### src/rtl/alu_pkg.sv
package alu_pkg;
  typedef enum logic [1:0] {
    OPC_ADD  = 2'd0,
    OPC_SEXT = 2'd1,
    OPC_BEQ  = 2'd2,
    OPC_RSVD = 2'd3
  } opc_e;

  typedef struct packed {
    logic c64;
    logic c32;
    logic o64;
    logic o32;
  } flag_t;

  typedef struct packed {
    logic res;
    logic cond;
    logic ovf;
    logic cry;
  } wr_t;

  localparam int COND_W   = 4;
  localparam int MATCH_BIT = 2;
endpackage

### src/rtl/alu_adder.sv
module alu_adder #(
  parameter int W = 64
) (
  input  logic [W-1:0] a,
  input  logic [W-1:0] b,
  input  logic         cin,
  output logic [W-1:0] sum,
  output logic         c_hi,
  output logic         c_lo,
  output logic         ov_hi,
  output logic         ov_lo
);
  localparam int H = W / 2;
  logic [W:0] full;

  always_comb begin
    full  = {1'b0, a} + {1'b0, b} + {{W{1'b0}}, cin};
    sum   = full[W-1:0];
    c_hi  = full[W];
    // carry into bit H equals carry out of the low half
    c_lo  = full[H] ^ a[H] ^ b[H];
    ov_hi = (c_hi ^ full[W-1]) & ~(a[W-1] ^ b[W-1]);
    ov_lo = (c_lo ^ full[H-1]) & ~(a[H-1] ^ b[H-1]);
  end

  always_comb begin
    if (a == '0 && b == '0) begin
      assert_zero_add_R1: assert (sum == {{(W-1){1'b0}}, cin} && !c_hi && !c_lo);
    end
    if (a[W-1] != b[W-1]) begin
      assert_mixed_sign_R3: assert (!ov_hi);
    end
  end
endmodule

### src/rtl/alu_sext.sv
module alu_sext #(
  parameter int W = 64
) (
  input  logic [W-1:0] a,
  input  logic [3:0]   len,
  output logic [W-1:0] y
);
  localparam int NLEN = 3;
  logic [W-1:0] ext [NLEN];

  for (genvar k = 0; k < NLEN; k++) begin : g_len
    localparam int BW = 8 << k;
    assign ext[k] = {{(W-BW){a[BW-1]}}, a[BW-1:0]};
  end

  always_comb begin
    unique case (len)
      4'd1:    y = ext[0];
      4'd2:    y = ext[1];
      4'd4:    y = ext[2];
      default: y = a;
    endcase
  end

  always_comb begin
    if (len == 4'd1) begin
      assert_sext_fill_R4: assert ($countones(y[W-1:7]) == 0 || $countones(y[W-1:7]) == W-7);
    end
    if (len == 4'd4) begin
      assert_sext_low_R4: assert (y[31:0] == a[31:0]);
    end
  end
endmodule

### src/rtl/alu_bytecmp.sv
module alu_bytecmp #(
  parameter int W = 64
) (
  input  logic [7:0]   key,
  input  logic [W-1:0] b,
  output logic         hit
);
  localparam int NB = W / 8;
  logic [NB-1:0] lane_eq;

  for (genvar i = 0; i < NB; i++) begin : g_lane
    assign lane_eq[i] = (b[i*8 +: 8] == key);
  end

  assign hit = |lane_eq;

  always_comb begin
    if (b[W-1 -: 8] == key) begin
      assert_top_lane_R5: assert (hit);
    end
  end
endmodule

### src/rtl/alu_flagged_exec.sv
module alu_flagged_exec #(
  parameter int W       = 64,
  parameter bit OUT_REG = 1'b1
) (
  input  logic         clk,
  input  logic         rst_n,
  input  logic         in_valid,
  output logic         in_ready,
  input  logic [1:0]   in_op,
  input  logic [W-1:0] in_a,
  input  logic [W-1:0] in_b,
  input  logic         in_cin,
  input  logic [3:0]   in_len,
  input  logic         in_mode32,
  output logic         out_valid,
  input  logic         out_ready,
  output logic [W-1:0] out_result,
  output logic         out_carry64,
  output logic         out_carry32,
  output logic         out_ovf64,
  output logic         out_ovf32,
  output logic [3:0]   out_cond,
  output logic         out_res_wr,
  output logic         out_cond_wr,
  output logic         out_ovf_wr,
  output logic         out_cry_wr
);
  import alu_pkg::*;
  localparam int H = W / 2;

  logic [W-1:0] am, bm;
  logic [W-1:0] add_sum, sext_y;
  logic         c_hi, c_lo, ov_hi, ov_lo, hit;

  logic [W-1:0]      n_res;
  flag_t             n_flg;
  logic [COND_W-1:0] n_cond;
  wr_t               n_wr;

  assign am = in_mode32 ? {{H{1'b0}}, in_a[H-1:0]} : in_a;
  assign bm = in_mode32 ? {{H{1'b0}}, in_b[H-1:0]} : in_b;

  alu_adder #(.W(W)) u_add (
    .a(am), .b(bm), .cin(in_cin), .sum(add_sum),
    .c_hi(c_hi), .c_lo(c_lo), .ov_hi(ov_hi), .ov_lo(ov_lo)
  );

  alu_sext #(.W(W)) u_sext (.a(am), .len(in_len), .y(sext_y));

  alu_bytecmp #(.W(W)) u_cmp (.key(am[7:0]), .b(bm), .hit(hit));

  always_comb begin
    n_res  = '0;
    n_flg  = '0;
    n_cond = '0;
    n_wr   = '0;
    case (opc_e'(in_op))
      OPC_ADD: begin
        n_res  = add_sum;
        n_flg  = '{c64: c_hi, c32: c_lo, o64: ov_hi, o32: ov_lo};
        n_wr   = '{res: 1'b1, cond: 1'b0, ovf: 1'b1, cry: 1'b1};
      end
      OPC_SEXT: begin
        n_res  = sext_y;
        n_wr   = '{res: 1'b1, cond: 1'b0, ovf: 1'b0, cry: 1'b0};
      end
      OPC_BEQ: begin
        n_cond[MATCH_BIT] = hit;
        n_wr   = '{res: 1'b1, cond: 1'b1, ovf: 1'b0, cry: 1'b0};
      end
      default: ;
    endcase
  end

  logic [W-1:0]      q_res;
  flag_t             q_flg;
  logic [COND_W-1:0] q_cond;
  wr_t               q_wr;

  if (OUT_REG) begin : g_reg
    logic q_vld;
    assign in_ready = !q_vld || out_ready;

    always_ff @(posedge clk or negedge rst_n) begin
      if (!rst_n) begin
        q_vld  <= 1'b0;
        q_res  <= '0;
        q_flg  <= '0;
        q_cond <= '0;
        q_wr   <= '0;
      end else if (in_ready) begin
        q_vld <= in_valid;
        if (in_valid) begin
          q_res  <= n_res;
          q_flg  <= n_flg;
          q_cond <= n_cond;
          q_wr   <= n_wr;
        end
      end
    end
    assign out_valid = q_vld;

    assert_hold_R8: assert property (@(posedge clk) disable iff (!rst_n)
      out_valid && !out_ready |=> out_valid && $stable(out_result) &&
        $stable(out_cond) && $stable(q_flg) && $stable(q_wr));
    assert_ready_R8: assert property (@(posedge clk) disable iff (!rst_n)
      !in_ready |-> out_valid && !out_ready);
  end else begin : g_comb
    assign in_ready  = out_ready;
    assign out_valid = in_valid;
    assign q_res  = n_res;
    assign q_flg  = n_flg;
    assign q_cond = n_cond;
    assign q_wr   = n_wr;
  end

  assign out_result  = q_res;
  assign out_carry64 = q_flg.c64;
  assign out_carry32 = q_flg.c32;
  assign out_ovf64   = q_flg.o64;
  assign out_ovf32   = q_flg.o32;
  assign out_cond    = q_cond;
  assign out_res_wr  = q_wr.res;
  assign out_cond_wr = q_wr.cond;
  assign out_ovf_wr  = q_wr.ovf;
  assign out_cry_wr  = q_wr.cry;

  assert_strobe_gate_R6: assert property (@(posedge clk) disable iff (!rst_n)
    out_valid && !out_res_wr |-> !out_cond_wr && !out_ovf_wr && !out_cry_wr && out_result == '0);
  assert_flag_quiet_R6: assert property (@(posedge clk) disable iff (!rst_n)
    out_valid && !out_cry_wr |-> !out_carry64 && !out_carry32 && !out_ovf64 && !out_ovf32);
  assert_cond_shape_R5: assert property (@(posedge clk) disable iff (!rst_n)
    out_valid && out_cond_wr |-> !out_cond[3] && !out_cond[1] && !out_cond[0] && !out_ovf_wr);
endmodule

### config.mk
export PLATFORM = sky130hd
export DESIGN_NAME = alu_flagged_exec
export DESIGN_NICKNAME = d
export VERILOG_FILES = /design/src/rtl/alu_pkg.sv /design/src/rtl/alu_adder.sv /design/src/rtl/alu_sext.sv /design/src/rtl/alu_bytecmp.sv /design/src/rtl/alu_flagged_exec.sv
export SDC_FILE = /design/constraint.sdc
export NUM_CORES = 1
export LEC_CHECK = 0
export ABC_AREA = 0
export CAP_MARGIN = 5
export CORE_UTILIZATION = 35
export CTS_CLUSTER_DIAMETER = 80
export DETAILED_ROUTE_END_ITERATION = 6
export PLACE_DENSITY_LB_ADDON = 0.08
export REMOVE_ABC_BUFFERS = 1
export SETUP_SLACK_MARGIN = 0.3
export SKIP_LAST_GASP = 1
export SLEW_MARGIN = 40
export SYNTH_ARGS = -nofsm -noshare
export SYNTH_HDL_FRONTEND = slang
export SYNTH_SLANG_ARGS = --single-unit
export TNS_END_PERCENT = 30
### constraint.sdc
create_clock -name clk -period 2.3 [get_ports clk]
set_clock_uncertainty 0.05 [all_clocks]
set_input_delay 0.46 -clock clk [delete_from_list [all_inputs] [get_ports clk]]
set_output_delay 0.46 -clock clk [all_outputs]
set_load 0.02 [all_outputs]
# Word-level counts from Yosys, hierarchy flattened
# Index checks and enable logic that the tools add are counted.
# classes
n_mux	7
n_eq_ne	13
n_bitwise	10
n_reduce_logical	5
addsub	2
# ops
op	n
64-bit one-hot mux with 3 select lines	1
64-bit 2-to-1 mux	2
64-bit one-hot mux with 2 select lines	1
64-bit by 64-bit adder with 65-bit output	1
65-bit by 1-bit adder with 65-bit output	1
8-bit equality test	8
4-bit one-hot mux with 3 select lines	1
8-bit OR reduction	1
1-bit bitwise XOR	6
4-bit by 1-bit equality test with 1-bit output, second input constant	1
4-bit by 2-bit equality test with 1-bit output, second input constant	1
4-bit by 3-bit equality test with 1-bit output, second input constant	1
4-bit 2-to-1 mux	1
1-bit bitwise AND	2
2-bit by 1-bit equality test with 1-bit output, second input constant	1
2-bit equality test, second input constant	1
2-bit zero test	1
1-bit inverter	2
2-bit AND reduction	1
1-bit zero test	1
1-bit logical OR	1
1-bit 2-to-1 mux	1
# totals
output_inout_bits	78
in_bits	140
ff_bits	74
wordCells	48

# Longest topological paths before layout
# Gate-level depths: netlist (run 1).
# depth
ltp_word	8
mapped_depth	15
mapped_depth_nobuf	13

# Hierarchy
# From an unflattened synthesis (run 1), not the netlist that was laid out.
# unflattened
cells_unflattened	1145
area_unflattened_um2	9753.1
# by_module_without_submodules
mod	n_inst	area_per_inst_um2	cells_each	seq_area_each_um2
alu_flagged_exec	1	4025.1	326	1826.8
alu_adder	1	3995.1	588	0.0
alu_sext	1	927.1	134	0.0
alu_bytecmp	1	805.8	97	0.0

# Worst setup path before layout (run 1)
# OpenSTA, ideal clock, no wires.
# synth_path
path_kind	input to register
from	input port in_mode32
to	register q_res[61] (netlist: out_result[61])
path_buffers	3
setup_time_ns	0.137
setup_slack_ns	-1.209
required_time_ns	2.113
t_arrival_ns	3.322
path_stages	14
path_cell_list	clkbuf_1 > clkbuf_1 > nor2b_1 > ha_1 > buf_2 > and2_1 > nand3_1 > or4b_1 > a31oi_2 > a2bb2oi_2 > a41oi_4 > o31ai_2 > xnor2_1 > o221ai_2
# synth_between
elab_chain_cells	4
elab_cells_between_ends	6
cone_classes	add/sub (2); mux (4)
# synth_lines
element	line	rtl
start, declared	alu_flagged_exec.sv:14	input logic in_mode32,
64-bit 2-to-1 mux, on equally long branches	alu_flagged_exec.sv:40, alu_flagged_exec.sv:41	
64-bit by 64-bit adder with 65-bit output	alu_adder.sv:17	full = {1'b0, a} + {1'b0, b} + {{W{1'b0}}, cin};
65-bit by 1-bit adder with 65-bit output	alu_adder.sv:17	
64-bit one-hot mux with 2 select lines (*)	alu_flagged_exec.sv:57	case (opc_e'(in_op))
end signal, assigned	alu_flagged_exec.sv:94	q_res <= n_res;
end, declared	alu_flagged_exec.sv:75	logic [W-1:0] q_res;
# Mark *: on every way between the ends. The rest lies on a longest branch, timed or not.
# A chain may end at the register's enable or synchronous reset.

# Worst setup path after layout (run 1)
# layout_path
from	input port in_b[32]
to	register q_res[61] (netlist: out_result[61])
# layout_between
elab_chain_cells	4
# layout_lines
element	line	rtl
start, declared	alu_flagged_exec.sv:11	input logic [W-1:0] in_b,
64-bit 2-to-1 mux	alu_flagged_exec.sv:41	assign bm = in_mode32 ? {{H{1'b0}}, in_b[H-1:0]} : in_b;
64-bit by 64-bit adder with 65-bit output	alu_adder.sv:17	
65-bit by 1-bit adder with 65-bit output	alu_adder.sv:17	
64-bit one-hot mux with 2 select lines	alu_flagged_exec.sv:57	
# No other way between the ends.

==> results of run 1 <==
-- layout by cell type (no fill, tap or decap), drive strengths merged, types with 7 or more instances in the layout --
cell           synthesis  final
buf                   24    530
nand2                140    140
a21oi                128    128
clkdlybuf4s50          0    122
o21ai                103    103
nor2                  88     88
dfrtp                 73     73
nor2b                 70     70
ha                    64     64
xnor2                 59     59
xor2                  53     53
nand4                 40     40
a21o                  33     33
nand3                 29     29
dlygate4sd2            0     27
clkbuf                71     23
a31oi                 21     21
o21bai                16     16
clkdlybuf4s15          0     16
inv                   13     13
nor3                  13     13
o211ai                12     12
nand2b                11     11
o21a                  10     10
o41ai                 10     10
a211oi                 9      9
nor4                   8      8
o31ai                  7      7
and3                   7      7
a221oi                 7      7
-- sequential cells by signal, indices dropped and copies added (netlist names) --
signal	count
out_ovf_wr	1
out_valid	1
out_cond	1
out_carry64	1
out_ovf32	1
out_cond_wr	1
out_res_wr	1
out_ovf64	1
out_carry32	1
out_result	64
-- worst paths after layout --
kind | slack [ps] | end | start | depth (start not counted)
max in group asynchronous | 1760 | out_result[58]$_DFFE_PN0P_ | rst_n | 2
hold / removal | 70 | out_result[26]$_DFFE_PN0P_ | rst_n | 2
setup reg to reg | 520 | out_result[57]$_DFFE_PN0P_ | out_valid$_DFFE_PN0N_ | 7
setup / recovery | -650 | out_result[61]$_DFFE_PN0P_ | in_b[32] | 14
min in group clk | 420 | out_result[22]$_DFFE_PN0P_ | in_a[22] | 3
hold reg to reg | 430 | out_result[27]$_DFFE_PN0P_ | out_result[27]$_DFFE_PN0P_ | 2
-- final cells by class --
| class | instances | share of cell area [%] |
|---|---|---|
| Sequential cell | 73 | 10.7 |
| Clock buffer | 11 | 1.36 |
| Clock inverter | 5 | 0.607 |
| Tap cell | 324 | 2.37 |
| Multi-Input combinational cell | 1017 | 49.3 |
| Inverter | 13 | 0.285 |
| Timing Repair Buffer | 709 | 35.4 |
-- power groups by stage --
stage	combinational, µW	sequential [µW]	clock, µW
after global placement	3230	1590	0
final	4000	1570	1750
after global routing	4260	1590	1800
after detailed placement	3240	1590	0
after CTS	3730	1570	1770
after floorplan	1230	1790	0
-- routing by layer --
metal | routed length [µm] | share of wire (%) | vias to the layer above
met4 | 1550 | 3.7 | 0
met2 | 19800 | 47 | 464
met1 | 18200 | 43 | 5629
met3 | 2910 | 6.8 | 93
met5 | 0 | 0 | -
li1 | - | - | 5583
-- logic make-up after synthesis --
group	count (synthesis)	share of synthesized area, %
AOI/OAI and AO/OA	402	29.0
xor gates and xnor gates	113	11.4
adders and majority gates	66	9.54
buffers and inverters	108	5.05
DFF	73	20.7
muxes	4	0.454
other	1	0.0425
and+or+nand+nor	429	23.8
-- stage by stage --
step / util [%] / std cells / hold slack, ps / instance area (µm²) / setup WS, ps
6_report: 69.8 / 2152 / 72.0 / 17100 / -647
4_1_cts: 66.8 / 2123 / 98.7 / 16400 / -601
3_5_place_dp: 57.1 / 2034 / 413 / 14000 / -1800
3_3_place_gp: 57.1 / 2034 / 412 / 14000 / -1700
5_1_grt: 69.8 / 2152 / 110 / 17100 / -734
2_1_floorplan: - / 1103 / 114 / 8430 / -985
-- worst max-delay path: cells and delay by family --
kind | cells | cell delay, ps
adders and majority gates | 1 | 290
AOI/OAI and AO/OA | 5 | 990
xor gates and xnor gates | 1 | 150
and+or+nand+nor | 4 | 890
buffers and inverters | 3 | 330
-- what timing repair did --
action / in CTS / in global routing
hold buffers: 0 / 0
setup endpoints to repair: 69 / 65
hold endpoints to repair: 0 / 0
resized for setup: 525 / 155
cloned: 2 / 0
setup buffers: 71 / 29
pin swaps: 144 / 101
==> reports/qor.csv, run 1 <==
metric,value,unit
Setup WS post-layout,-647,ps
CORE AREA,24500,µm²
Skew-Pair Late Insertion Delay,360,ps
Syn Inst Count,1196,
post-synthesis register bit count,73,
Main synth FF type,dfrtp_1,
"Req. time, crit path",2490,ps
die area,25800,µm²
die width,161,µm
Tmin final,2950,ps
Layout Area Growth over Synthesis,94.2,%
met1 Use GR,42.1,%
first-pass GRT wire length,64.3,mm
Crit path top cell by count,buf_6,
met2 Usage GRT,53.7,%
Synth Cell Area,8810,µm²
fraction of registers with async set/reset,100,%
part of the power in registers,21.4,%
crit-path cells,"buf_6, nor2b_4, ha_4, buf_6, and2_4, nand3_4, or4b_4, a31oi_4, a2bb2oi_4, a41oi_4, buf_6, o31ai_4, xnor2_2, o221ai_2",
Gate power share,54.6,%
status,"complete, but fails checks",
Final setup viols,59,
Syn Area/Cell,7.37,µm²
vias in the first global route,11638,
critical-path maximum fanout,4,
initial antenna violation count,0,
overall power,7310,µW
pins over their slew limit,0,
Leak,0.00772,µW
CTS tree,done,
CP endpoint kind,flip-flop,
warnings from Yosys,0,
final cycle utilization of the critical path,128,%
total CTS buffers,9,
Cell Int Power,4580,µW
ANT nets after route,0,
fillers,1989,
NetSw,2740,µW
PortBufs,214,
FF+latch area,1830,µm²
most area-hungry cell type in the Yosys netlist,dfrtp_1,
detail-routed via count per cell,5.47,
WP data arrival,3140,ps
HPWL after detailed placement,31.0,mm
Overflow after GRT,0,
starting density of the core,35.9,%
switch share,37.4,%
Post-synth EDFFs,0,
Clock power frac,24.0,%
DRT iter0 DRCs,692,
boundary pin count,218,
row count,57,
total track usage,32.2,%
die span in y,161,µm
GRT busiest layer,met2,
routed wire length,42.5,mm
startpoint class of the critical path,primary input,
# diodes,0,
sequential fraction of the synthesis area,20.7,%
PD cells,427,nW/µm²
"slowest stage cell, crit path",or4b_4,
post-synth top area share,20.7,%
Hold Crit Class,primary input to async pin,
vias post-DR,11769,
Root Driver,clkbuf_16,
Routed WL per cell,19.7,µm
H-tree levels,3,
crit-path max cell delay,550,ps
"CTS clk-pin slew, worst paths",70,ps
maxcap violations,0,
gpl congestion,0.943,
top post-synthesis cells by area,"dfrtp_1, ha_1, a21oi_1",
multi-input logic area,8440,µm²
clock sink count,73,
worst vdd rail ir drop,0.000276,V
Nets,2029,
failing checks,setup timing,
CP Class,primary input to flip-flop,
"count leader, synth",nand2_1,
Clock Path Buffers,2,
RSZ-0062 raised after global routing,yes,
synth cell count leaders,"nand2_1, a21oi_1, o21ai_0",
share of cells above drive strength 1,45.8,%
DRC,0,
TritonRoute pass-1 iters,5,
Netlist cell types,78,
Fin Setup TNS,-23200,ps
f_max,0.339,GHz
largest net degree at the start of global routing,74,
final hold violations,0,
met3 Use GR,4.88,%
No activity file was read; power rests on OpenSTA's default activity.
==> run 2, diff against run 1 <==
--- a/config.mk
+++ b/config.mk
@@ -5,7 +5,6 @@
 export SDC_FILE = /design/constraint.sdc
 export NUM_CORES = 1
 export LEC_CHECK = 0
-export ABC_AREA = 0
 export CAP_MARGIN = 5
 export CORE_UTILIZATION = 35
 export CTS_CLUSTER_DIAMETER = 80
@@ -18,4 +17,4 @@
 export SYNTH_ARGS = -nofsm -noshare
 export SYNTH_HDL_FRONTEND = slang
 export SYNTH_SLANG_ARGS = --single-unit
-export TNS_END_PERCENT = 30
+export TNS_END_PERCENT = 1
==> run 2 against run 1 <==
The run still ends with setup timing left; core utilization shrank 5.2 points; sequential share of layout area is 0.87 points higher; sequential power about the same; flip-flop and latch count did not move; via count fell by 3.8%; final area is 7.5% lower; first-iteration DRC count is 20% higher.
==> reports/qor.csv, run 2 (synthesis results as in run 1) <==
metric,value,unit,change
crit-path max cell delay,490,ps,-60 ps
die width,161,µm,unchanged
Nets,1981,,-2.4%
worst vdd rail ir drop,0.000273,V,-1.2%
CTS tree,done,,
gpl congestion,0.943,,unchanged
final cell area excluding filler cells,15800,µm²,-7.5%
largest net degree at the start of global routing,74,,unchanged
TritonRoute pass-1 iters,5,,unchanged
"delay-heaviest family, CP",compound AO/OA/AOI/OAI gates,,
final cycle utilization of the critical path,135,%,+7.1 points
Setup WS post-layout,-810,ps,-163 ps
CORE AREA,24500,µm²,unchanged
r2r setup slk,520,ps,about the same
pins over their slew limit,0,,unchanged
failing checks,setup timing,,
Skew-Pair Late Insertion Delay,360,ps,about the same
max reg flops,64,,unchanged
startpoint class of the critical path,primary input,,
DRT iter0 DRCs,827,,+20%
area post-placement,14000,µm²,unchanged
first-pass GRT wire length,62.1,mm,-3.5%
PD cells,439,nW/µm²,+2.7%
DRC,0,,unchanged
initial antenna violation count,0,,unchanged
Hold Crit Class,primary input to async pin,,
total CTS buffers,9,,unchanged
Clock Path Buffers,2,,unchanged
highest-count cells in the layout ignoring fill and taps,"buf_4, clkdlybuf4s50_1, nand2_1, a21oi_1, o21ai_0",,
FF-to-FF End,out_result[57]$_DFFE_PN0P_,,
"slowest stage cell, crit path",or4b_4,,
die area,25800,µm²,unchanged
"Req. time, crit path",2490,ps,about the same
Fin Hold WS,63.6,ps,-8.34 ps
"leading cell type in the layout, fill and taps excluded",buf_4,,
"CTS clk-pin slew, worst paths",70,ps,about the same
R2R Path Start,out_valid$_DFFE_PN0N_,,
HPWL after detailed placement,31.0,mm,unchanged
PortBufs,214,,unchanged
clock sink count,73,,unchanged
ANT nets after route,0,,unchanged
R2R cell count,7,,unchanged
Routed WL per cell,19.3,µm,-2.4%
f_max,0.322,GHz,-5.2%
Overflow after GRT,0,,unchanged
Root Driver,clkbuf_16,,
RSZ-0062 raised after global routing,yes,,
WP data arrival,3300,ps,+160 ps
routed wire length,40.5,mm,-4.6%
Place WS,-1800,ps,unchanged
# diodes,0,,unchanged
die span in y,161,µm,unchanged
number of buffers and inverters on the critical path,1,,-2
status,"complete, but fails checks",,
vias in the first global route,11192,,-3.8%
H-tree levels,3,,unchanged
final hold violations,0,,unchanged
detail-routed via count per cell,5.38,,-1.6%
critical-path maximum fanout,5,,+1
Leak,0.00731,µW,-5.3%
CP Class,primary input to flip-flop,,
hold_buf cts,0,,unchanged
starting density of the core,35.9,%,unchanged
crit-path cells,"clkdlybuf4s50_1, nor2b_4, ha_4, nand2_4, nor2_4, or4b_4, a31oi_4, a2bb2oi_4, a41oi_4, o31ai_4, xnor2_1, o221ai_2",,
boundary pin count,218,,unchanged
Layout Area Growth over Synthesis,79.6,%,
vias post-DR,11326,,-3.8%
share of cells above drive strength 1,34.9,%,-11 points
row count,57,,unchanged
total track usage,31.1,%,-1.1 points
Final setup viols,60,,+1.7%
Tmin final,3110,ps,+163 ps
CP endpoint kind,flip-flop,,
maxcap violations,0,,unchanged
[run 2: cell types whose count changed in the layout (fill, tap and decap cells not counted), sizes merged]
cell           previous run  this run
buf                     530       453
dlygate4sd2              27        54
clkdlybuf4s50           122       136
clkdlybuf4s15            16         4
clkbuf                   23        12
dlymetal6s2s              2        13
[run 2: area by class of cell]
cell class	count	area [µm²]
clock inverter	5	104
clock buffer	11	233
tap	324	405
inverter	13	48.8
timing repair buffer	661	5610
fill	2217	8700
multi-input combinational	1017	7600
sequential	73	1830
[run 2: how the worst max path moves through the flow]
stage                   start                          to  slack, ps  depth (start not counted)
global route         in_a[44]  out_result[58]$_DFFE_PN0P_       -920                         14
detailed placement    in_a[0]  out_result[52]$_DFFE_PN0P_      -1800                         15
finish               in_b[38]  out_result[61]$_DFFE_PN0P_       -810                         12
CTS                   in_b[5]  out_result[30]$_DFFE_PN0P_       -760                         15
floorplan           out_ready  out_result[57]$_DFFE_PN0P_       -990                          7
global placement      in_a[0]  out_result[52]$_DFFE_PN0P_      -1700                         15
[run 2: routing by layer]
metal  wire length [µm]  up-vias  part of all wire, %  track usage, %
met3               2730       53                  6.7            4.44
met2              18800      430                   46            51.8
li1                   -     5490                    -               -
met4                957        0                  2.4            8.70
met1              18000     5353                   44            41.9
met5                  0        -                    0               0
[run 2: stage by stage]
step	power (µW)	std cells	util [%]	setup TNS, ps
finish	6950	2104	64.5	-31410
global route	7290	2104	64.5	-40640
CTS	6870	2093	63.4	-32940
detailed placement	4830	2034	57.1	-84510
global placement	4820	2034	57.1	-81700
floorplan	3020	1103	-	-36960
[run 2: repair_timing]
action / in CTS / in global routing
gates resized for setup: 251 / 60
endpoints found under the setup margin: 69 / 65
pin swaps: 78 / 39
buffers inserted: 43 / 11
[run 2: where the power goes]
part / total, µW / leakage [µW] / internal (µW) / switching, µW
Combinational: 3630 / 0.00620 / 1850 / 1790
Clock: 1750 / 0.000164 / 1060 / 682
Sequential: 1570 / 0.000938 / 1460 / 111
